[config.mk]
export PLATFORM = sky130hd
export DESIGN_NAME = ring_admit_ctrl
export DESIGN_NICKNAME = d
export VERILOG_FILES = /design/src/rtl/ring_admit_pkg.sv /design/src/rtl/slot_credit_ctr.sv /design/src/rtl/admit_rule.sv /design/src/rtl/ring_admit_ctrl.sv
export SDC_FILE = /design/constraint.sdc
export NUM_CORES = 1
export LEC_CHECK = 0
export BUFFER_PORTS_ARGS = -buffer_cell sky130_fd_sc_hd__buf_2
export CORE_MARGIN = 2
export CORE_UTILIZATION = 45
export CTS_CLUSTER_SIZE = 24
export DETAILED_ROUTE_END_ITERATION = 12
export MAX_ROUTING_LAYER = met4
export PLACE_DENSITY = 0.69
export SYNTH_ARGS = -nofsm -noshare
export SYNTH_HDL_FRONTEND = slang
export SYNTH_SLANG_ARGS = --single-unit
[constraint.sdc]
create_clock -name clk_i -period 1.7 [get_ports clk_i]
set_input_delay 0 -clock clk_i [delete_from_list [all_inputs] [get_ports clk_i]]
set_output_delay 0 -clock clk_i [all_outputs]
set_load 0.05 [all_outputs]
[src/rtl/ring_admit_pkg.sv]
package ring_admit_pkg;
  typedef enum logic [1:0] {
    CLS_INJ = 2'd0,
    CLS_ESC = 2'd1,
    CLS_ADP = 2'd2,
    CLS_RSV = 2'd3
  } q_cls_e;

  localparam int unsigned NUM_QKIND = 2;  // 0 escape, 1 adaptive

  function automatic q_cls_e kind_to_cls(input int unsigned k);
    return (k == 0) ? CLS_ESC : CLS_ADP;
  endfunction
endpackage

[src/rtl/slot_credit_ctr.sv]
module slot_credit_ctr #(
  parameter int unsigned CAP = 4,
  parameter int unsigned W   = 3
) (
  input  logic         clk_i,
  input  logic         rst_ni,
  input  logic         inc_i,
  input  logic         dec_i,
  output logic [W-1:0] free_o
);
  localparam logic [W-1:0] CAP_W = W'(CAP);

  logic [W-1:0] free_q;

  always_ff @(posedge clk_i or negedge rst_ni) begin
    if (!rst_ni) begin
      free_q <= CAP_W;
    end else begin
      unique case ({inc_i, dec_i})
        2'b10:   if (free_q < CAP_W) free_q <= free_q + W'(1);
        2'b01:   if (free_q != '0)   free_q <= free_q - W'(1);
        default: free_q <= free_q;  // idle, or a credit and a commit that cancel
      endcase
    end
  end

  assign free_o = free_q;

  assert_no_overflow_R8: assert property (@(posedge clk_i) disable iff (!rst_ni)
    free_q <= CAP_W);

  assert_cancel_R7: assert property (@(posedge clk_i) disable iff (!rst_ni)
    (inc_i && dec_i) |=> $stable(free_q));

  assert_debit_R7: assert property (@(posedge clk_i) disable iff (!rst_ni)
    (dec_i && !inc_i && free_q != '0) |=> (free_q == $past(free_q) - W'(1)));

  assert_floor_R8: assert property (@(posedge clk_i) disable iff (!rst_ni)
    (dec_i && !inc_i && free_q == '0) |=> (free_q == '0));
endmodule

[src/rtl/admit_rule.sv]
module admit_rule
  import ring_admit_pkg::*;
#(
  parameter int unsigned DIM_W = 1,
  parameter int unsigned CW    = 3
) (
  input  logic             valid_i,
  input  q_cls_e           src_cls_i,
  input  logic [DIM_W-1:0] src_dim_i,
  input  q_cls_e           dst_cls_i,
  input  logic [DIM_W-1:0] dst_dim_i,
  input  logic [CW-1:0]    esc_free_i,
  input  logic [CW-1:0]    adp_free_i,
  output logic             ok_o
);
  logic in_ring;  // packet already travels this escape ring
  logic need_one_esc, need_two_esc, have_adp;

  assign in_ring      = (src_cls_i == CLS_ESC) && (src_dim_i == dst_dim_i);
  assign need_one_esc = esc_free_i >= CW'(1);
  assign need_two_esc = esc_free_i >= CW'(2);
  assign have_adp     = adp_free_i >= CW'(1);

  always_comb begin
    ok_o = 1'b0;
    if (valid_i) begin
      unique case (dst_cls_i)
        CLS_ESC: ok_o = in_ring ? need_one_esc : need_two_esc;
        CLS_ADP: ok_o = have_adp;
        default: ok_o = 1'b0;
      endcase
    end
  end
endmodule

[src/rtl/ring_admit_ctrl.sv]
module ring_admit_ctrl
  import ring_admit_pkg::*;
#(
  parameter int unsigned NUM_DIMS    = 2,
  parameter int unsigned PKT_PHITS   = 20,
  parameter int unsigned ESC_PHITS   = 80,
  parameter int unsigned ADP_PHITS   = 80,
  localparam int unsigned DIM_W      = (NUM_DIMS > 1) ? $clog2(NUM_DIMS) : 1
) (
  input  logic             clk_i,
  input  logic             rst_ni,
  input  logic             req_valid_i,
  input  logic [1:0]       req_src_cls_i,
  input  logic [DIM_W-1:0] req_src_dim_i,
  input  logic [1:0]       req_dst_cls_i,
  input  logic [DIM_W-1:0] req_dst_dim_i,
  input  logic             commit_i,
  input  logic [1:0]       commit_cls_i,
  input  logic             credit_esc_i,
  input  logic             credit_adp_i,
  output logic             grant_ok_o
);
  localparam int unsigned ESC_SLOTS = ESC_PHITS / PKT_PHITS;
  localparam int unsigned ADP_SLOTS = ADP_PHITS / PKT_PHITS;
  localparam int unsigned MAX_SLOTS = (ESC_SLOTS > ADP_SLOTS) ? ESC_SLOTS : ADP_SLOTS;
  localparam int unsigned CW        = $clog2(MAX_SLOTS + 1);

  if (ESC_SLOTS < 2) begin : g_bad_cap
    $error("escape queue must hold at least two packets (R10)");
  end

  logic [CW-1:0] free_w [NUM_QKIND];
  logic [NUM_QKIND-1:0] credit_w;

  assign credit_w = {credit_adp_i, credit_esc_i};

  for (genvar k = 0; k < NUM_QKIND; k++) begin : g_ctr
    localparam int unsigned CAP = (k == 0) ? ESC_SLOTS : ADP_SLOTS;
    logic dec;
    assign dec = commit_i && (q_cls_e'(commit_cls_i) == kind_to_cls(k));
    slot_credit_ctr #(.CAP(CAP), .W(CW)) u_ctr (
      .clk_i  (clk_i),
      .rst_ni (rst_ni),
      .inc_i  (credit_w[k]),
      .dec_i  (dec),
      .free_o (free_w[k])
    );
  end

  admit_rule #(.DIM_W(DIM_W), .CW(CW)) u_rule (
    .valid_i    (req_valid_i),
    .src_cls_i  (q_cls_e'(req_src_cls_i)),
    .src_dim_i  (req_src_dim_i),
    .dst_cls_i  (q_cls_e'(req_dst_cls_i)),
    .dst_dim_i  (req_dst_dim_i),
    .esc_free_i (free_w[0]),
    .adp_free_i (free_w[1]),
    .ok_o       (grant_ok_o)
  );

  assert_idle_R9: assert property (@(posedge clk_i) disable iff (!rst_ni)
    !req_valid_i |-> !grant_ok_o);

  assert_bubble_R3: assert property (@(posedge clk_i) disable iff (!rst_ni)
    (grant_ok_o && req_dst_cls_i == 2'd1 && req_src_cls_i != 2'd1) |-> (free_w[0] >= CW'(2)));

  assert_ring_hop_R2: assert property (@(posedge clk_i) disable iff (!rst_ni)
    (grant_ok_o && req_dst_cls_i == 2'd1) |-> (free_w[0] != '0));

  assert_adp_R6: assert property (@(posedge clk_i) disable iff (!rst_ni)
    (grant_ok_o && req_dst_cls_i == 2'd2) |-> (free_w[1] != '0));
endmodule

; ---- After elaboration in Yosys (flattened, before gate mapping)
; Cells that the tools add are included.
[op_classes]
addsub = 4
n_lt_le_gt_ge = 5
n_eq_ne = 14
mux = 9
reduce_logical = 9
[ops]
columns = operator, count
row1 = two-way mux 3 bit, 4
row2 = one-hot mux 3 bit (2 select lines), 2
row3 = "== test 2 x 1 -> 1 bit, second input constant", 5
row4 = "== test 2 bit, second input constant", 4
row5 = "!= test 2 x 1 -> 1 bit, second input constant", 4
row6 = "adder 3 x 1 -> 3 bit, second input constant", 2
row7 = ">= comparator 3 x 1 -> 1 bit, second input constant", 2
row8 = "< comparator 3 bit, second input constant", 2
row9 = AND reduction 3 bit, 2
row10 = nonzero test 3 bit, 2
row11 = "subtractor 3 x 1 -> 3 bit, second input constant", 2
row12 = nonzero test 2 bit, 2
row13 = ">= comparator 3 x 2 -> 1 bit, second input constant", 1
row14 = logical AND 1 bit, 3
row15 = two-way mux 1 bit, 2
row16 = one-hot mux 1 bit (2 select lines), 1
row17 = == test 1 bit, 1
[totals]
reg_bits = 6
output_inout_bits = 1
word_cells = 43

; ---- Depth between registers and ports, before layout
[logic_depth]
depth_word = 5
ltp_mapped = 7
mapped_depth_nobuf = 7

; ---- Cells and area by module
; A second synthesis with hierarchy kept.
[unflattened]
hier_cells = 57
area_unflattened_um2 = 526.8
[modules_own_cells]
columns = mod, instances, cells_each, area_each_um2, seq_area_each_um2
row1 = slot_credit_ctr at g_ctr[1].u_ctr, 1, 25, 216.5, 76.3
row2 = slot_credit_ctr at g_ctr[0].u_ctr, 1, 18, 205.2, 76.3
row3 = admit_rule, 1, 12, 87.6, 0.0
row4 = ring_admit_ctrl, 1, 2, 17.5, 0.0

; ---- Worst setup path before layout
; Ideal clock, no wire load.
[synth_timing]
kind = register to output
startpoint = register g_ctr[1].u_ctr.free_q[0]
endpoint = output port grant_ok_o
arrival_time_ns = 1.539
path_slack_ns = 0.161
path_stages_with_launch = 5
cell_sequence = dfrtp_1 > ha_1 > or4_1 > and4_4 > a41o_1
[synth_via]
elab_chain_cells = 3
[synth_lines]
columns = element, line_no
row1 = start: declaration, slot_credit_ctr.sv:13  ; logic [W-1:0] free_q;
row2 = start signal: assignment, slot_credit_ctr.sv:20  ; 2'b10: if (free_q < CAP_W) free_q <= free_q + W'(1);
row3 = start signal: assignment, slot_credit_ctr.sv:21  ; 2'b01: if (free_q != '0) free_q <= free_q - W'(1);
row4 = start signal: assignment, slot_credit_ctr.sv:22  ; default: free_q <= free_q;
row5 = >= comparator 3 x 1 -> 1 bit, admit_rule.sv:22  ; assign have_adp = adp_free_i >= CW'(1);
row6 = one-hot mux 1 bit (2 select lines), admit_rule.sv:27  ; unique case (dst_cls_i)
row7 = two-way mux 1 bit, admit_rule.sv:26  ; if (valid_i) begin
row8 = end: declaration, ring_admit_ctrl.sv:21  ; output logic grant_ok_o
; Every way passes these cells.

; ---- Worst setup path after layout
; Ends and elaborated chain as after synthesis.

==> impl_metrics.yaml <==
sta:
  fin_skew_ps: 0.105
  slew_headroom: 0.720
  worst_slack_ps: -74.4
  worst_pin_slew_ps: 415
  rsz0062_at_grt: "yes"
  finalSetupViolations: 1
  fin_crit_sh: 1.04
  finalHoldViolations: 0
  period_needed_ps: 1770
  drv_slew: 0
  setup_tns_ps: -74.4
  fin_hold_ws_ps: 103
  max_freq_mhz: 564
logic_synthesis:
  synth_top_area_share: 0.297
  synth_area_per_cell_um2: 9.51
  yosys.area.top_type: "ha_1"
  synth.most_common_cell: "ha_1"
  synth_enable_flop_cells: 0
  syn-num-nets: 90
  ys_top_cells_by_count: "ha_1 (14), inv_1 (12)"
  yosysWarnings: 0
  ys_ff_latch: 6
  synth_area_leaders: "ha_1 (30%), dfrtp_1 (17%), dfstp_2 (8.9%)"
  ys_seq_area_frac: 0.259
  syn_area_um2: 589
  ys_types: 19
  postSynthCellCount: 62
  async_flop_share: 1.00
  synthFlopType: "dfrtp_1"
grt:
  grt_pass1_vias: 442
  overflow: 0
  grt_usage: 0.152
  grt_pass1_wl_um: 1590
  grt_max_degree: 7
  antenna_found_initial: 0
cells_and_area:
  largest_reg_flops: 6
  num_antenna_cells: 0
  utilization: 0.614
  layout-drive-gt1-share: 0.384
  fin_nets: 116
  area_growth_pct: 32.3
  fin_area_um2: 779
clock_network:
  htree_levels: 1
  cts_root_buffer: "clkbuf_4"
  clk_latency_ps: 240
  clk_pin_slew_ps: 50
  cts_tree: "done"
  clock_sinks: 6
  cts_made_buffers: 3
  cts.path.max_buffers: 2
drt:
  totalWireLength_um: 968
  wl_met2_um: 459
  firstDrtPassIters: 2
  met1_length_um: 445
  top_layer: "met4"
  route.detailed.drc: 0
  drt-initial-drc-count: 3
  wl_per_cell_um: 9.58
  ant_nets: 0
  dr_wl_met3_um: 48
  route.vias.total: 488
  vias_per_cell: 4.83
floorplan:
  core-area_um2: 1270
  floorplan.initialDensity: 0.464
  die_x_um: 40.2
  placementRows: 13
  dieHeight_um: 40.2
  dieArea_um2: 1620
  ios: 15
critical_path:
  rrSetupSlack_ps: 120
  critPathMaxFanout: 3
  crit_required_ps: 1700
  cp-start-kind: "flop"
  path_buf_inv: 2
  critical-path-top-delay-family: "simple AND/OR/NAND/NOR gates"
  arrival_ps: 1770
  cp-startpoint: "g_ctr[1].u_ctr.free_o[0]$_DFFE_PN0P_"
  timing.critical_path.cells: "buf_6 > or4_4 > and4_4 > a41o_1 > buf_6"
  path_class: "reg -> out"
  cp-end-kind: "output port"
  worst_path_largest_cell_delay_ps: 510
  crit_slowest_cell: "or4_4"
  reg2reg_to: "g_ctr[1].u_ctr.free_o[1]$_DFFE_PN0P_"
  cp_common_cell: "buf_6"
  r2r-start: "g_ctr[1].u_ctr.free_o[0]$_DFFE_PN0P_"
  r2r_cells: 7
run_status:
  status: "finished, violations left"
  violations: "setup timing"
run:
  cap_viol_max_count: 0
hold_path:
  hold_class: "in -> async"
placement:
  post_dp_cell_area_um2: 678
  hpwl_um: 741
  place_congestion: 0.776
  io_buffer_count: 14
pwr:
  p_leak_nw: 0.425
  powerDensity_nw_per_um2: 1290
  ir_worst_vdd_mv: 0.613
[kinds of logic after synthesis]
kind of cell | Yosys count | synth area share
adder cells (fa/ha/maj) | 14 | 0.297
buffers and inverters | 12 | 0.0764
AND/OR/NAND/NOR | 11 | 0.117
AO/OA/AOI/OAI | 10 | 0.108
flip-flops | 6 | 0.259
XOR/XNOR | 5 | 0.0743
multiplexers | 4 | 0.0679
[final cells by class]
| class | instances | area [µm²] |
|---|---|---|
| Tap cell | 15 | 18.8 |
| Fill cell | 101 | 489 |
| Clock buffer | 3 | 22.5 |
| Sequential cell | 6 | 153 |
| Timing Repair Buffer | 21 | 135 |
| Multi-Input combinational cell | 44 | 405 |
| Inverter | 12 | 45.0 |
[report_power, final]
group | switching [mW] | internal, mW
logic | 0.244 | 0.316
clock network | 0.0518 | 0.0799
registers | 0.0767 | 0.240
[cells in the final DEF (no fill, tap or decap)]
cell type / instances
dfrtp_1: 4
a41o_1: 1
or4_4: 1
nand3b_1: 1
and4_4: 1
o21ai_0: 3
dfstp_2: 2
buf_2: 13
nor2_1: 2
inv_2: 1
ha_2: 1
nand2_1: 3
a21oi_1: 2
ha_1: 13
clkbuf_4: 3
o21ai_1: 1
buf_6: 2
or3b_2: 2
o31ai_1: 2
buf_4: 5
inv_1: 11
mux2i_1: 4
o41ai_2: 1
or2_2: 1
xnor2_1: 4
dlygate4sd3_1: 1
xor2_1: 1
[through the flow]
stage	power, mW	instances	setup WS, ps
3_3_place_gp	0.719	91	124
5_1_grt	1.11	101	-130
3_5_place_dp	0.726	91	81.1
6_report	1.01	101	-74.4
4_1_cts	0.983	101	-124
2_1_floorplan	0.628	62	161
[layer usage]
layer / GRT usage / vias to the layer above
li1: - / 259
met1: 0.176 / 211
met2: 0.258 / 16
met3: 0 / 2
met4: 0.100 / 0
met5: - / -
[worst max-delay path by stage]
stage,cells after the start,slack (ps),end
final,5,-70,grant_ok_o
after global routing,5,-130,grant_ok_o
after CTS,6,-120,grant_ok_o
after detailed placement,5,80,grant_ok_o
after global placement,5,120,grant_ok_o
after floorplan,4,160,grant_ok_o
[repair_timing]
action / CTS / global route
buffers inserted: 6 / 0
pin swaps: 2 / 1
resized for setup: 4 / 4
setup endpoints to repair: 1 / 3
hold buffers: 1 / 0
hold endpoints to repair: 6 / 0
No activity file was read; power rests on OpenSTA's default activity.
